## src/rtl/sb_pkg.sv

```systemverilog
package sb_pkg;

  // Next slot index in a ring of depth slots.
  function automatic int unsigned ring_next(input int unsigned idx, input int unsigned depth);
    return (idx + 1 == depth) ? 0 : idx + 1;
  endfunction

  // An entry takes part in hazard checks only if it writes a non-zero register.
  function automatic logic is_tracked(input logic has_dst, input int unsigned dst);
    return has_dst && (dst != 0);
  endfunction

  // A tracked entry conflicts with a source when the indices are equal.
  function automatic logic src_conflict(input logic tracked, input int unsigned dst,
                                        input int unsigned src);
    return tracked && (dst == src);
  endfunction

endpackage

```

## src/rtl/sb_ctrl.sv

```systemverilog
module sb_ctrl #(
  parameter int unsigned DEPTH = 4,
  localparam int unsigned PTR_W = (DEPTH > 1) ? $clog2(DEPTH) : 1,
  localparam int unsigned CNT_W = $clog2(DEPTH + 1)
) (
  input  logic             clk,
  input  logic             rst_n,
  input  logic             ins_valid,
  input  logic             rem_valid,
  output logic             do_ins,
  output logic             do_rem,
  output logic [PTR_W-1:0] head,
  output logic [PTR_W-1:0] tail,
  output logic [CNT_W-1:0] count,
  output logic             full
);
  logic [PTR_W-1:0] head_q, tail_q;
  logic [CNT_W-1:0] count_q;
  logic             empty;

  assign empty  = (count_q == '0);
  assign full   = (count_q == CNT_W'(DEPTH));
  assign do_rem = rem_valid && !empty;
  assign do_ins = ins_valid && (!full || do_rem);
  assign head   = head_q;
  assign tail   = tail_q;
  assign count  = count_q;

  always_ff @(posedge clk or negedge rst_n) begin
    if (!rst_n) begin
      head_q  <= '0;
      tail_q  <= '0;
      count_q <= '0;
    end else begin
      if (do_rem) head_q <= PTR_W'(sb_pkg::ring_next(32'(head_q), DEPTH));
      if (do_ins) tail_q <= PTR_W'(sb_pkg::ring_next(32'(tail_q), DEPTH));
      case ({do_ins, do_rem})
        2'b10:   count_q <= count_q + 1'b1;
        2'b01:   count_q <= count_q - 1'b1;
        default: count_q <= count_q;
      endcase
    end
  end

  p_count_bound_r6: assert property (@(posedge clk) disable iff (!rst_n)
    count_q <= CNT_W'(DEPTH));

  p_full_drop_r7: assert property (@(posedge clk) disable iff (!rst_n)
    (ins_valid && full && !rem_valid) |=> (count_q == $past(count_q)));

  p_swap_keeps_count_r8: assert property (@(posedge clk) disable iff (!rst_n)
    (do_ins && do_rem) |=> (count_q == $past(count_q)));

  p_empty_release_r9: assert property (@(posedge clk) disable iff (!rst_n)
    (empty && rem_valid && !ins_valid) |=> (count_q == '0) && $stable(head_q));

endmodule

```

## src/rtl/sb_slots.sv

```systemverilog
module sb_slots #(
  parameter int unsigned DEPTH = 4,
  parameter int unsigned REG_W = 5,
  localparam int unsigned PTR_W = (DEPTH > 1) ? $clog2(DEPTH) : 1
) (
  input  logic             clk,
  input  logic             rst_n,
  input  logic             do_ins,
  input  logic             do_rem,
  input  logic [PTR_W-1:0] head,
  input  logic [PTR_W-1:0] tail,
  input  logic             ins_has_dst,
  input  logic [REG_W-1:0] ins_dst,
  output logic [DEPTH-1:0] occ,
  output logic [DEPTH-1:0] tracked,
  output logic [REG_W-1:0] dst [DEPTH]
);
  logic [DEPTH-1:0] occ_q, trk_q;
  logic [REG_W-1:0] dst_q [DEPTH];
  logic             ins_trk;

  assign ins_trk = sb_pkg::is_tracked(ins_has_dst, 32'(ins_dst));

  for (genvar i = 0; i < DEPTH; i++) begin : g_slot
    logic hit_rem, hit_ins;
    assign hit_rem = do_rem && (head == PTR_W'(i));
    assign hit_ins = do_ins && (tail == PTR_W'(i));

    // Release is applied first so a slot reused in the same cycle stays occupied.
    always_ff @(posedge clk or negedge rst_n) begin
      if (!rst_n) begin
        occ_q[i] <= 1'b0;
        trk_q[i] <= 1'b0;
        dst_q[i] <= '0;
      end else if (hit_ins) begin
        occ_q[i] <= 1'b1;
        trk_q[i] <= ins_trk;
        dst_q[i] <= ins_dst;
      end else if (hit_rem) begin
        occ_q[i] <= 1'b0;
        trk_q[i] <= 1'b0;
      end
    end

    assign dst[i] = dst_q[i];
  end

  assign occ     = occ_q;
  assign tracked = trk_q;

  p_tracked_nonzero_r3: assert property (@(posedge clk) disable iff (!rst_n)
    do_ins |=> !(tracked[$past(tail)] && dst[$past(tail)] == '0));

endmodule

```

## src/rtl/sb_search.sv

```systemverilog
module sb_search #(
  parameter int unsigned DEPTH = 4,
  parameter int unsigned REG_W = 5,
  localparam int unsigned PTR_W = (DEPTH > 1) ? $clog2(DEPTH) : 1
) (
  input  logic [DEPTH-1:0] occ,
  input  logic [DEPTH-1:0] tracked,
  input  logic [REG_W-1:0] dst [DEPTH],
  input  logic             do_rem,
  input  logic [PTR_W-1:0] head,
  input  logic [REG_W-1:0] src_a,
  input  logic [REG_W-1:0] src_b,
  output logic [DEPTH-1:0] hits,
  output logic             stall
);
  for (genvar i = 0; i < DEPTH; i++) begin : g_cmp
    logic live;
    // The slot being released this cycle is invisible to the search.
    assign live = occ[i] && !(do_rem && head == PTR_W'(i));
    assign hits[i] = live &&
      (sb_pkg::src_conflict(tracked[i], 32'(dst[i]), 32'(src_a)) ||
       sb_pkg::src_conflict(tracked[i], 32'(dst[i]), 32'(src_b)));
  end

  assign stall = |hits;

  always_comb begin
    p_zero_src_r3: assert (!((src_a == '0) && (src_b == '0) && stall));
  end

endmodule

```

## src/rtl/reg_scoreboard.sv

```systemverilog
module reg_scoreboard #(
  parameter int unsigned DEPTH = 4,
  parameter int unsigned REG_W = 5
) (
  input  logic             clk,
  input  logic             rst_n,
  input  logic             ins_valid,
  input  logic             ins_has_dst,
  input  logic [REG_W-1:0] ins_dst,
  input  logic             rem_valid,
  input  logic [REG_W-1:0] src_a,
  input  logic [REG_W-1:0] src_b,
  output logic             stall,
  output logic             full
);
  localparam int unsigned PTR_W = (DEPTH > 1) ? $clog2(DEPTH) : 1;
  localparam int unsigned CNT_W = $clog2(DEPTH + 1);

  logic             do_ins, do_rem;
  logic [PTR_W-1:0] head, tail;
  logic [CNT_W-1:0] count;
  logic [DEPTH-1:0] occ, tracked, hits;
  logic [REG_W-1:0] dst [DEPTH];

  sb_ctrl #(.DEPTH(DEPTH)) u_ctrl (
    .clk(clk), .rst_n(rst_n), .ins_valid(ins_valid), .rem_valid(rem_valid),
    .do_ins(do_ins), .do_rem(do_rem), .head(head), .tail(tail),
    .count(count), .full(full)
  );

  sb_slots #(.DEPTH(DEPTH), .REG_W(REG_W)) u_slots (
    .clk(clk), .rst_n(rst_n), .do_ins(do_ins), .do_rem(do_rem),
    .head(head), .tail(tail), .ins_has_dst(ins_has_dst), .ins_dst(ins_dst),
    .occ(occ), .tracked(tracked), .dst(dst)
  );

  sb_search #(.DEPTH(DEPTH), .REG_W(REG_W)) u_search (
    .occ(occ), .tracked(tracked), .dst(dst), .do_rem(do_rem), .head(head),
    .src_a(src_a), .src_b(src_b), .hits(hits), .stall(stall)
  );

  p_occ_matches_count_r6: assert property (@(posedge clk) disable iff (!rst_n)
    $countones(occ) == 32'(count));

  p_head_is_oldest_r4: assert property (@(posedge clk) disable iff (!rst_n)
    (count != '0) |-> occ[head]);

  p_release_frees_head_r4: assert property (@(posedge clk) disable iff (!rst_n)
    (do_rem && !do_ins) |=> !occ[$past(head)]);

  p_released_not_searched_r5: assert property (@(posedge clk) disable iff (!rst_n)
    do_rem |-> !hits[head]);

endmodule

```

## config.mk

```make
export PLATFORM = sky130hd
export DESIGN_NAME = reg_scoreboard
export DESIGN_NICKNAME = d
export VERILOG_FILES = /design/src/rtl/sb_pkg.sv /design/src/rtl/sb_ctrl.sv /design/src/rtl/sb_slots.sv /design/src/rtl/sb_search.sv /design/src/rtl/reg_scoreboard.sv
export SDC_FILE = /design/constraint.sdc
export NUM_CORES = 1
export LEC_CHECK = 0
export ABC_AREA = 1
export BUFFER_PORTS_ARGS = -buffer_cell sky130_fd_sc_hd__buf_4
export CORE_AREA = 3 3 71 73
export CTS_CLUSTER_SIZE = 16
export DETAILED_ROUTE_END_ITERATION = 10
export DIE_AREA = 0 0 74 76
export PLACE_DENSITY_LB_ADDON = 0.2
export SETUP_SLACK_MARGIN = 0.2
export SLEW_MARGIN = 40
export SYNTH_ARGS = -nofsm -noshare
export SYNTH_HDL_FRONTEND = slang
export SYNTH_SLANG_ARGS = --single-unit
```

## constraint.sdc

```tcl
create_clock -name clk -period 2.09 [get_ports clk]
set_clock_uncertainty 0.2 [all_clocks]
set_input_delay 0.1045 -clock clk [delete_from_list [all_inputs] [get_ports clk]]
set_output_delay 0.1045 -clock clk [all_outputs]
set_load 0.05 [all_outputs]
```

# Yosys cells after proc, flatten, opt, wreduce, memory -nomap -nowiden
# Index checks and enable logic that the tools add are counted.
[op_classes]
addsub = 4
mux = 15
eq_ne = 19
n_reduce_logical = 48
[op_table]
columns = ["cell", "n"]
rows = [
  ["$eq 5x5->1", 8],
  ["$logic_and 1x1->1", 27],
  ["$mux 1", 12],
  ["$eq 2x2->1 const B", 5],
  ["$reduce_bool 2->1", 5],
  ["$eq 3x3->1 const B", 3],
  ["$add 2x1->3 const B", 2],
  ["$eq 2x1->1 const B", 3],
  ["$logic_not 1->1", 6],
  ["$pmux 3 s2", 1],
  ["$logic_or 1x1->1", 5],
  ["$reduce_bool 5->1", 1],
  ["$logic_not 2->1", 2],
  ["$mux 2", 2],
  ["$reduce_or 4->1", 1],
  ["$add 3x1->3 const B", 1],
  ["$logic_not 3->1", 1],
  ["$sub 3x1->3 const B", 1],
]
[totals]
in_bits = 20
register_bits = 35
out_inout_bits = 2

# Longest topological paths before layout
# Gate-level depths: netlist of the first run.
[logic_depth]
depth_word = 8
mapped_depth = 11

# Hierarchy
# From an unflattened synthesis of the first run, not the netlist that was laid out.
[unflattened]
cells_unflattened = 349
area_unflattened_um2 = 2307.2
[by_module_without_submodules]
columns = ["module", "area_each_um2", "n_inst", "seq_area_each_um2", "cells_each"]
rows = [
  ["sb_slots", 1147.4, 1, 700.7, 118],
  ["sb_search", 749.5, 1, 0.0, 180],
  ["sb_ctrl", 410.4, 1, 175.2, 51],
]

# Worst setup path after synthesis of the first run
# Ideal clock, no wire load.
[synth_path]
kind = "reg-to-reg"
from = "register u_ctrl.count_q[0], in the netlist u_ctrl.count[0]"
to = "register u_ctrl.count_q[2], in the netlist u_ctrl.count[2]"
path_stages_with_launch = 10
setup_slack_ns = 0.129
t_arrival_ns = 1.631
cell_sequence = "dfrtp_1 inv_2 nand4_2 nand2_4 ha_1 inv_1 fa_1 a21oi_1 o21ai_0 xor2_1"
[synth_via]
elab_chain_len = 7
[synth_rtl]
columns = ["item", "line_no", "source"]
rows = [
  ["from (decl)", "sb_ctrl.sv:18", "logic [CNT_W-1:0] count_q;"],
  ["from (signal assigned)", "sb_ctrl.sv:38", "2'b10: count_q <= count_q + 1'b1;"],
  ["from (signal assigned)", "sb_ctrl.sv:39", "2'b01: count_q <= count_q - 1'b1;"],
  ["from (signal assigned)", "sb_ctrl.sv:40", "default: count_q <= count_q;"],
  ["$logic_not 3->1", "sb_ctrl.sv:21", "assign empty = (count_q == '0);"],
  ["$logic_not 1->1", "sb_ctrl.sv:23", "assign do_rem = rem_valid && !empty;"],
  ["$logic_and 1x1->1", "sb_ctrl.sv:23", ""],
  ["$logic_or 1x1->1", "sb_ctrl.sv:24", "assign do_ins = ins_valid && (!full || do_rem);"],
  ["$logic_and 1x1->1", "sb_ctrl.sv:24", ""],
  ["$eq 2x1->1 / $eq 2x2->1 (equally long branches)", "sb_ctrl.sv:37", "case ({do_ins, do_rem})"],
  ["$pmux 3 s2 / $reduce_bool 2->1 (equally long branches)", "-", ""],
]
# Parallel ways exist; a longest one is shown, timed or not.
# A chain may end at the register's enable or synchronous reset.

# Final worst setup path of the first run
[layout_path]
from = "register u_ctrl.count_q[1], in the netlist u_ctrl.count[1]"
to = "register u_ctrl.count_q[2], in the netlist u_ctrl.count[2]"
[layout_via]
elab_chain_len = 7
[layout_rtl]
columns = ["item", "line_no", "source"]
rows = [
  ["$logic_not 3->1 *", "sb_ctrl.sv:21", ""],
  ["$logic_not 1->1 *", "sb_ctrl.sv:23", ""],
  ["$logic_and 1x1->1 *", "sb_ctrl.sv:23", ""],
  ["named net do_rem", "reg_scoreboard.sv:19", "logic do_ins, do_rem;"],
  ["$logic_or 1x1->1", "sb_ctrl.sv:24", ""],
  ["$logic_and 1x1->1", "sb_ctrl.sv:24", ""],
  ["$eq 2x1->1 / $eq 2x2->1 (equally long branches)", "sb_ctrl.sv:37", ""],
  ["$pmux 3 s2 / $reduce_bool 2->1 (equally long branches)", "-", ""],
]
# Mark *: on every way through the listed nets, which the timed path passes. The rest lies on a longest branch.

==> qor.yml, run 1 <==
drt:
  vias: 2026
  drt-initial-drc-count: 54
  drc_errors: 0
  wl_um: 4980
  first_pass_iters: 4
  post_drt_wl_per_cell_um: 12.0
  viasPerCell: 4.87
  ant_nets: 0
pwr:
  power.switching_w: 0.00152
  intPower_w: 0.00200
  comb_power_share: 0.488
  power-per-cell-area_nw_per_um2: 1260
  power.total_w: 0.00351
  p_leak_nw: 1.52
  pwr-share-clk: 0.140
  vdd_drop_max_mv: 0.944
  switching_share: 0.432
  p_seq_frac: 0.372
cells_and_area:
  num-nets-final: 395
  drive_above_1_share: 0.220
  area_growth_syn_to_layout_pct: 20.2
  fin_cells: 416
  diodes: 0
cts:
  cts_root_buf: "clkbuf_8"
  cts-htree-levels: 2
  cts.sinks: 35
  cts_made_buffers: 5
  clk_path_buf_depth: 2
  clkLatencyLatePin_ns: 0.28
  clk_transition_reported_paths_ns: 0.07
  cts_tree: "done"
floorplan:
  die_w_um: 74
  io_pins: 22
  core-area_um2: 4410
  fp.dieH_um: 76
  rows: 24
  die_area_um2: 5620
  initial_core_util: 0.526
place:
  place_congestion: 0.819
  post-dp-hpwl_um: 3680
  port_buffers: 21
  dp_cells: 393
global_routing:
  grt_pass1_wl_um: 7940
  gr-total-overflow: 0
  grt_use_total: 0.183
  grt_pass1_vias: 1773
  antenna_found_initial: 0
  grt_max_degree: 36
logic_synthesis:
  synth_flop_cell: "dfrtp_1"
  synth_async_sr_flop_share: 1.00
  syn_nets: 356
  ys_ff_latch: 35
  synth_area_per_cell_um2: 7.14
  synth_area_leaders: "dfrtp_1, nand2_1, inv_1"
  yosysTopAreaCellShare: 0.378
  yosysWarnings: 0
  synth_edf_count: 0
  synth_area_um2: 2320
  yosysSeqAreaShare: 0.378
  synth.most_common_cell: "nand2_1"
  synth_cells: 325
  ys_types: 23
  yosysTopAreaCell: "dfrtp_1"
  synthTopCellsByCount: "nand2_1, inv_1, dfrtp_1, nor2_1, o21ai_1"
timing:
  whs_ns: 0.00421
  fmax_ghz: 0.522
  slew_headroom: 0.710
  maxSlewViolCount: 0
  hold_viol: 0
  setup_viol: 0
  min_period_ns: 1.91
  rsz0062_at_grt: "yes"
  setup-tns-final_ns: 0
  period_share: 0.916
  worst_pin_slew_ns: 0.435
setup_path:
  worstPathCellList: "inv_2 -> nand3_4 -> nand2_4 -> inv_2 -> ha_4 -> inv_2 -> fa_2 -> a21oi_1 -> o21ai_1 -> xor2_1"
  slowest_delay_ns: 0.39
  crit_arrival_ns: 1.88
  path_class: "reg2reg"
  critPathTopFamily: "adder cells"
  crit_top_cell: "inv_2"
  crit_required_ns: 2.06
  end_kind: "register"
  critPathMaxFanout: 4
  cp-start-kind: "register"
  path_buf_inv: 3
  cp_slowest_cell: "dfrtp_1"
min_path:
  hold_path_class: "in2reg"
run_status:
  status: "completed"
flow_run:
  drv_cap: 0
==> placed cells by master (no fill, tap or decap), types with 2 or more instances in the layout <==
| cell type | instances |
|---|---|
| nand2_1 | 128 |
| dfrtp_1 | 35 |
| inv_1 | 34 |
| buf_4 | 29 |
| nor2_1 | 21 |
| o21ai_1 | 20 |
| inv_2 | 17 |
| nand3_1 | 11 |
| xnor2_1 | 9 |
| o21ai_2 | 7 |
| dlygate4sd3_1 | 7 |
| nand2_4 | 6 |
| ha_1 | 6 |
| clkbuf_8 | 6 |
| o21ai_0 | 5 |
| xor2_1 | 4 |
| nand3_2 | 3 |
| ha_2 | 3 |
| a21oi_1 | 2 |
==> path summary, 6_finish.rpt <==
path,slack (ns),endpoint,start,depth (start not counted)
setup / recovery,0.18,u_ctrl.count[2]$_DFFE_PN0P_,u_ctrl.count[1]$_DFFE_PN0P_,10
hold / removal,0.004,u_slots.occ[3]$_DFFE_PN0P_,rem_valid,4
setup reg to reg,0.18,u_ctrl.count[2]$_DFFE_PN0P_,u_ctrl.count[1]$_DFFE_PN0P_,10
hold reg to reg,0.28,u_slots.occ[1]$_DFFE_PN0P_,u_slots.occ[1]$_DFFE_PN0P_,2
max in group asynchronous,1.27,u_slots.tracked[0]$_DFFE_PN0P_,rst_n,2
min in group asynchronous,0.11,u_slots.dst[18]$_DFFE_PN0P_,rst_n,2
==> tightest hold or removal path, stage by stage <==
cell	delay (ns)
buf_4	0.14
nand3_2	0.08
nand2_1	0.07
nand2_1	0.06
==> through the flow <==
stage | util | cell area [µm²] | setup slack [ns]
6_report | 0.632 | 2790 | 0.176
5_1_grt | 0.632 | 2790 | 0.0930
4_1_cts | 0.622 | 2750 | 0.191
3_5_place_dp | 0.567 | 2500 | 0.0695
3_3_place_gp | 0.567 | 2500 | 0.137
2_1_floorplan | - | 2330 | 0.214
==> logic make-up (layout without fill, tap and decap cells) <==
| family | count (synthesis) | count (layout) | share of synthesized area |
|---|---|---|---|
| buffers and inverters | 57 | 96 | 0.109 |
| AND/OR/NAND/NOR | 174 | 174 | 0.313 |
| AO/OA/AOI/OAI | 35 | 35 | 0.0885 |
| adder cells (fa/ha/maj) | 11 | 11 | 0.0626 |
| flip-flops | 35 | 35 | 0.378 |
| XOR/XNOR | 13 | 13 | 0.0491 |
==> sequential cells by signal (all words and copies together), names as in the netlist <==
| register | count |
|---|---|
| u_slots.occ | 4 |
| u_slots.tracked | 4 |
| u_slots.dst | 20 |
| u_ctrl.head | 2 |
| u_ctrl.count | 3 |
| u_ctrl.tail | 2 |
==> power by group through the flow <==
stage	registers, W	clock network, W	logic [W]
floorplan	0.00124	0	0.00124
global placement	0.00130	0	0.00145
detailed placement	0.00132	0	0.00150
CTS	0.00130	0.000500	0.00165
global route	0.00135	0.000538	0.00194
finish	0.00131	0.000492	0.00171
==> layer usage <==
metal,up-vias,GRT usage,wire length (µm)
li1,1069,-,-
met1,928,0.252,2410
met2,23,0.290,2360
met3,6,0.0343,144
met4,0,0.0543,63
met5,-,0,0
==> cell type report <==
type / count / area (µm²)
multi-input combinational: 233 / 1260
fill: 406 / 1630
clock inverter: 1 / 5.00
inverter: 52 / 203
clock buffer: 6 / 82.6
timing repair buffer: 37 / 299
tap: 52 / 65.1
sequential: 35 / 876
==> timing repair <==
| item | CTS | global route |
|---|---|---|
| endpoints found under the setup margin | 3 | 3 |
| resized for setup | 12 | 7 |
| hold buffers | 7 | 0 |
| pin swaps | 5 | 3 |
| hold endpoints to repair | 56 | 0 |
| cloned | 0 | 0 |
| setup buffers | 6 | 3 |
Power figures use the tool's default switching activity.
==> run 2, diff against run 1 <==
CORE_AREA = 3 3 78 66   (was 3 3 71 73)
DIE_AREA = 0 0 81 69   (was 0 0 74 76)
GPL_ROUTABILITY_DRIVEN = 1   (was default)
==> run 2 against run 1 <==
  * Global-route usage up 1.7 points
  * Routed wire length up 1.7%
  * Via count up 0.74%
  * Utilization up 1.4 points
  * Power up 6.6%
  * Critical path depth down 1
  * Final area up 3.2%
==> qor.yml, run 2 (same netlist as run 1, synthesis figures left out) <==
floorplan:
  die_w_um: 81  # +9.5%
  fp.dieH_um: 69  # -9.2%
  core-area_um2: 4460  # +1.0%
  initial_core_util: 0.520  # -0.00531
  rows: 22  # -8.3%
  die_area_um2: 5590  # -0.62%
  io_pins: 22  # unchanged
timing:
  fmax_ghz: 0.531  # +1.6%
  maxSlewViolCount: 0  # unchanged
  min_period_ns: 1.88  # -0.0293 ns
  setup-tns-final_ns: 0  # unchanged
  slew_headroom: 0.701  # -0.00948
  worst_pin_slew_ns: 0.449  # +0.0142 ns
  hold_viol: 0  # unchanged
  rsz0062_at_grt: "yes"
  period_share: 0.902  # -0.0140
  setup_viol: 0  # unchanged
drt:
  ant_nets: 0  # unchanged
  post_drt_wl_per_cell_um: 11.8  # -1.6%
  drc_errors: 0  # unchanged
  first_pass_iters: 5  # +1
  drt-initial-drc-count: 138  # +160%
  vias: 2041  # +0.74%
  wl_um: 5060  # +1.7%
  viasPerCell: 4.75  # -2.5%
place:
  post-dp-hpwl_um: 3630  # -1.5%
  place_congestion: 0.882  # +7.7%
  port_buffers: 21  # unchanged
setup_path:
  crit-reg2reg-launch: "u_ctrl.count[1]$_DFFE_PN0P_"
  reg2reg_depth: 9  # -1
  cp-start-kind: "register"
  r2r-end: "u_ctrl.count[2]$_DFFE_PN0P_"
  rrSetupSlack_ns: 0.21  # +0.03 ns
  crit_arrival_ns: 1.86  # -0.02 ns
  critPathMaxFanout: 3  # -1
  end_kind: "register"
  crit_required_ns: 2.06  # about the same
  path_class: "reg2reg"
cts:
  cts.sinks: 35  # unchanged
  cts_tree: "done"
  clk_transition_reported_paths_ns: 0.07  # about the same
  cts_made_buffers: 5  # unchanged
  clkLatencyLatePin_ns: 0.29  # about the same
  clk_path_buf_depth: 2  # unchanged
  cts-htree-levels: 2  # unchanged
  cts_root_buf: "clkbuf_8"
global_routing:
  antenna_found_initial: 0  # unchanged
  gr-total-overflow: 0  # unchanged
  grt_use_total: 0.200  # +0.0173
  grt_pass1_wl_um: 8580  # +8.2%
  grt_max_degree: 36  # unchanged
  grt_pass1_vias: 1918  # +8.2%
cells_and_area:
  mostFrequentLayoutCells: "nand2_1, dfrtp_1, buf_4"
  multi_input_area_um2: 1260  # +0.30%
  area_growth_syn_to_layout_pct: 24.1
  final_util: 0.646  # +0.0138
  diodes: 0  # unchanged
  largest_reg_flops: 20  # unchanged
  seq_area_um2: 876  # unchanged
  num-nets-final: 400  # +1.3%
  final_common_cell: "nand2_1"
  fillers: 416  # +2.5%
  drive_above_1_share: 0.241  # +0.0208
flow_run:
  drv_cap: 0  # unchanged
pwr:
  power-per-cell-area_nw_per_um2: 1300  # +3.3%
  p_leak_nw: 1.56  # +2.6%
  vdd_drop_max_mv: 0.890  # -5.8%
min_path:
  min_from: "rem_valid"
  min_to: "u_slots.occ[0]$_DFFE_PN0P_"
  hold_path_class: "in2reg"
  min_path_cells: 4  # unchanged
run_status:
  status: "completed"
[run 2: layer usage]
| layer | GRT usage | share of wire | up-vias |
|---|---|---|---|
| li1 | - | - | 1082 |
| met1 | 0.277 | 0.49 | 920 |
| met2 | 0.305 | 0.45 | 30 |
| met3 | 0.0444 | 0.041 | 9 |
| met4 | 0.0732 | 0.018 | 0 |
| met5 | 0 | 0 | - |
[run 2: timing repair]
action                                  4_1_cts  5_1_grt
setup buffers                                11        3
hold buffers                                  7        0
gates resized for setup                      19        6
pin swaps                                     7        8
hold endpoints to repair                     56        0
endpoints found under the setup margin        3        3
[run 2: worst max path at each step]
stage                                           start                           to  cells after the start
after floorplan           u_ctrl.count[2]$_DFFE_PN0P_  u_ctrl.count[2]$_DFFE_PN0P_                     10
after global placement    u_ctrl.count[2]$_DFFE_PN0P_  u_ctrl.count[2]$_DFFE_PN0P_                     10
after detailed placement  u_ctrl.count[2]$_DFFE_PN0P_  u_ctrl.count[1]$_DFFE_PN0P_                      8
after CTS                 u_ctrl.count[1]$_DFFE_PN0P_  u_ctrl.count[2]$_DFFE_PN0P_                     10
after global routing      u_ctrl.count[1]$_DFFE_PN0P_                        stall                     10
final                     u_ctrl.count[1]$_DFFE_PN0P_  u_ctrl.count[2]$_DFFE_PN0P_                      9
[run 2: layout make-up]
type                    count  share of cell area
multi-input cells         233               0.439
flip-flops and latches     35               0.304
repair buffers             42               0.118
inverters                  52              0.0721
clock buffers               6              0.0287
well taps                  60              0.0261
clock inverters             2              0.0122
[run 2: power by group]
group / internal, W / switching [W] / total, W
logic: 0.000796 / 0.00101 / 0.00180
clock network: 0.000386 / 0.000250 / 0.000636
registers: 0.00100 / 0.000308 / 0.00131
total: 0.00218 / 0.00156 / 0.00374
[run 2: worst max-delay path, stage by stage, from the launching register on]
cell and delay [ns]:
dfrtp_1 0.41, inv_2 0.12, nand4_4 0.10, nand2_4 0.09
ha_4 0.14, inv_4 0.03, fa_2 0.34, a21oi_2 0.12
o21ai_1 0.08, xor2_1 0.14
[run 2: stage by stage]
step | hold WS [ns] | area, µm² | power, W | setup WS (ns) | instances
floorplan | -0.391 | 2330 | 0.00248 | 0.214 | 325
global placement | -0.108 | 2510 | 0.00276 | 0.131 | 401
detailed placement | -0.109 | 2510 | 0.00282 | 0.0392 | 401
CTS | 0.00274 | 2840 | 0.00371 | 0.170 | 427
global route | 0.0146 | 2880 | 0.00411 | 0.0615 | 430
finish | 0.00320 | 2880 | 0.00374 | 0.205 | 430
==> run 3, diff against run 2 <==
CORE_AREA = 3 3 75 63   (was 3 3 78 66)
DIE_AREA = 0 0 78 66   (was 0 0 81 69)
clock period = 1.75 ns   (was 2.09 ns; I/O delays follow)
==> run 3 against run 2 <==
  * The flow now finishes with violations (hold timing, setup timing)
  * Sequential share of layout area is 2.8 points lower
  * Utilization is 13 points higher
  * Final area is 10% higher
  * Non-clock buffer count is 3 higher
  * Power is 34% higher
  * Count of clock-buffer cells in the layout stayed put
  * Sequential power is 23% higher
  * Worst setup slack worse by 0.43 ns
  * Critical path depth is 2 higher
  * Global-route usage is 1.7 points higher
  * Largest cell class unchanged
  * Largest power group unchanged
==> qor.yml, run 3 (same netlist as run 1, synthesis figures left out) <==
timing:
  min_period_ns: 1.98
  setup_viol: 3  # +3
  setup-tns-final_ns: -0.459  # -0.459 ns
  slew_headroom: 0.617  # -0.0839
  whs_ns: -0.0200  # -0.0232 ns
  worst_pin_slew_ns: 0.571  # +0.122 ns
  period_share: 1.13
  final_critical_path_setup_slack_ns: -0.229  # -0.434 ns
  hold_viol: 2  # +2
  rsz0062_at_grt: "yes"
  maxSlewViolCount: 0  # unchanged
  fmax_ghz: 0.505
floorplan:
  die_area_um2: 5150  # -7.9%
  fp.dieH_um: 66  # -4.3%
  rows: 21  # -4.5%
  core-area_um2: 4100  # -8.1%
  initial_core_util: 0.566  # +0.0457
  die_w_um: 78  # -3.7%
  io_pins: 22  # unchanged
cts:
  cts_made_buffers: 5  # unchanged
  cts_root_buf: "clkbuf_8"
  cts.sinks: 35  # unchanged
  clkLatencyLatePin_ns: 0.30  # about the same
  cts_tree: "done"
  cts-htree-levels: 2  # unchanged
  clk_path_buf_depth: 2  # unchanged
  clk_transition_reported_paths_ns: 0.07  # about the same
cells_and_area:
  final_common_cell: "nand2_1"
  num-nets-final: 408  # +2.0%
  multi_input_area_um2: 1530  # +21%
  mostFrequentLayoutCells: "nand2_1, dfrtp_1, inv_1"
  largest_reg_flops: 20  # unchanged
  fillers: 293  # -30%
  drive_above_1_share: 0.359  # +0.119
  diodes: 0  # unchanged
  area_growth_syn_to_layout_pct: 36.7
  seq_area_um2: 876  # unchanged
global_routing:
  gr-total-overflow: 0  # unchanged
  grt_max_degree: 36  # unchanged
  grt_use_total: 0.217  # +0.0167
  antenna_found_initial: 0  # unchanged
  grt_pass1_wl_um: 8400  # -2.2%
  grt_pass1_vias: 1818  # -5.2%
setup_path:
  crit-reg2reg-launch: "u_ctrl.count[1]$_DFFE_PN0P_"
  reg2reg_depth: 10  # +1
  cp_slowest_cell: "dfrtp_1"
  crit_required_ns: 1.46  # -0.60 ns
  end_kind: "primary output"
  critPathLaunch: "u_ctrl.count[1]$_DFFE_PN0P_"
  slowest_delay_ns: 0.39  # -0.02 ns
  crit_arrival_ns: 1.69  # -0.17 ns
  critPathMaxFanout: 3  # unchanged
  cp-start-kind: "register"
  path_class: "reg2out"
  worstPathCellList: "inv_2 -> nand3_2 -> buf_6 -> nand3_4 -> nand2_2 -> nor2_1 -> nand2_1 -> nand2_1 -> inv_1 -> nand2_2 -> buf_8"
drt:
  wl_um: 6220  # +23%
  first_pass_iters: 6  # +1
  post_drt_wl_per_cell_um: 14.4  # +22%
  viasPerCell: 5.08  # +6.9%
  drc_errors: 0  # unchanged
  vias: 2198  # +7.7%
  drt-initial-drc-count: 152  # +10%
  ant_nets: 0  # unchanged
place:
  post-dp-hpwl_um: 3710  # +2.1%
  pre_cts_ws_ns: -0.0984  # -0.138 ns
  port_buffers: 21  # unchanged
  place_congestion: 0.834  # -5.5%
min_path:
  min_path_cells: 4  # unchanged
  min_from: "rem_valid"
  hold_path_class: "in2reg"
pwr:
  vdd_drop_max_mv: 1.06  # +20%
  power.total_w: 0.00502  # +34%
  power-per-cell-area_nw_per_um2: 1580  # +22%
  p_leak_nw: 1.60  # +2.6%
run_status:
  violations: "hold timing, setup timing"
  status: "finished with violations"
flow_run:
  drv_cap: 0  # unchanged
-- run 3: final cells by class --
cell class,instances,share of cell area
clock buffers,6,0.0229
inverters,52,0.0698
multi-input cells,237,0.481
flip-flops and latches,35,0.276
well taps,57,0.0225
repair buffers,45,0.125
repair inverters,1,0.00276
-- run 3: per-layer routing --
layer | track usage | vias up | part of all wire
li1 | - | 1100 | -
met1 | 0.304 | 1009 | 0.45
met2 | 0.340 | 76 | 0.47
met3 | 0.0368 | 13 | 0.063
met4 | 0.0786 | 0 | 0.017
met5 | 0 | - | 0
-- run 3: per-stage QoR --
stage,cell area (µm²),cells,util
CTS,2890,424,0.705
global route,3170,433,0.774
detailed placement,2610,409,0.637
global placement,2610,409,0.637
floorplan,2350,325,-
finish,3170,433,0.774
-- run 3: path summary, 6_finish.rpt --
check,to,slack [ns]
max,stall,-0.23
min,u_slots.tracked[0]$_DFFE_PN0P_,-0.02
max reg2reg,u_ctrl.count[2]$_DFFE_PN0P_,-0.17
min reg2reg,u_slots.occ[2]$_DFFE_PN0P_,0.33
max in group asynchronous,u_slots.dst[18]$_DFFE_PN0P_,0.96
min in group asynchronous,u_slots.dst[10]$_DFFE_PN0P_,0.07
-- run 3: critical path, delay by kind of cell, from the launching register on --
kind / cells / cell delay (ns)
and+or+nand+nor: 7 / 0.57
buffers and inverters: 4 / 0.42
DFF: 1 / 0.39
-- run 3: power breakdown --
group | switching [W] | internal [W] | total [W]
logic | 0.00161 | 0.00126 | 0.00287
clock network | 0.000279 | 0.000265 | 0.000544
registers | 0.000411 | 0.00120 | 0.00161
total | 0.00230 | 0.00272 | 0.00502
-- run 3: timing repair --
action	4_1_cts	5_1_grt
endpoints found under the hold margin	54	0
cloned	0	5
endpoints found under the setup margin	4	32
setup buffers	4	4
pin swaps	32	34
resized for setup	32	48
hold buffers	5	0
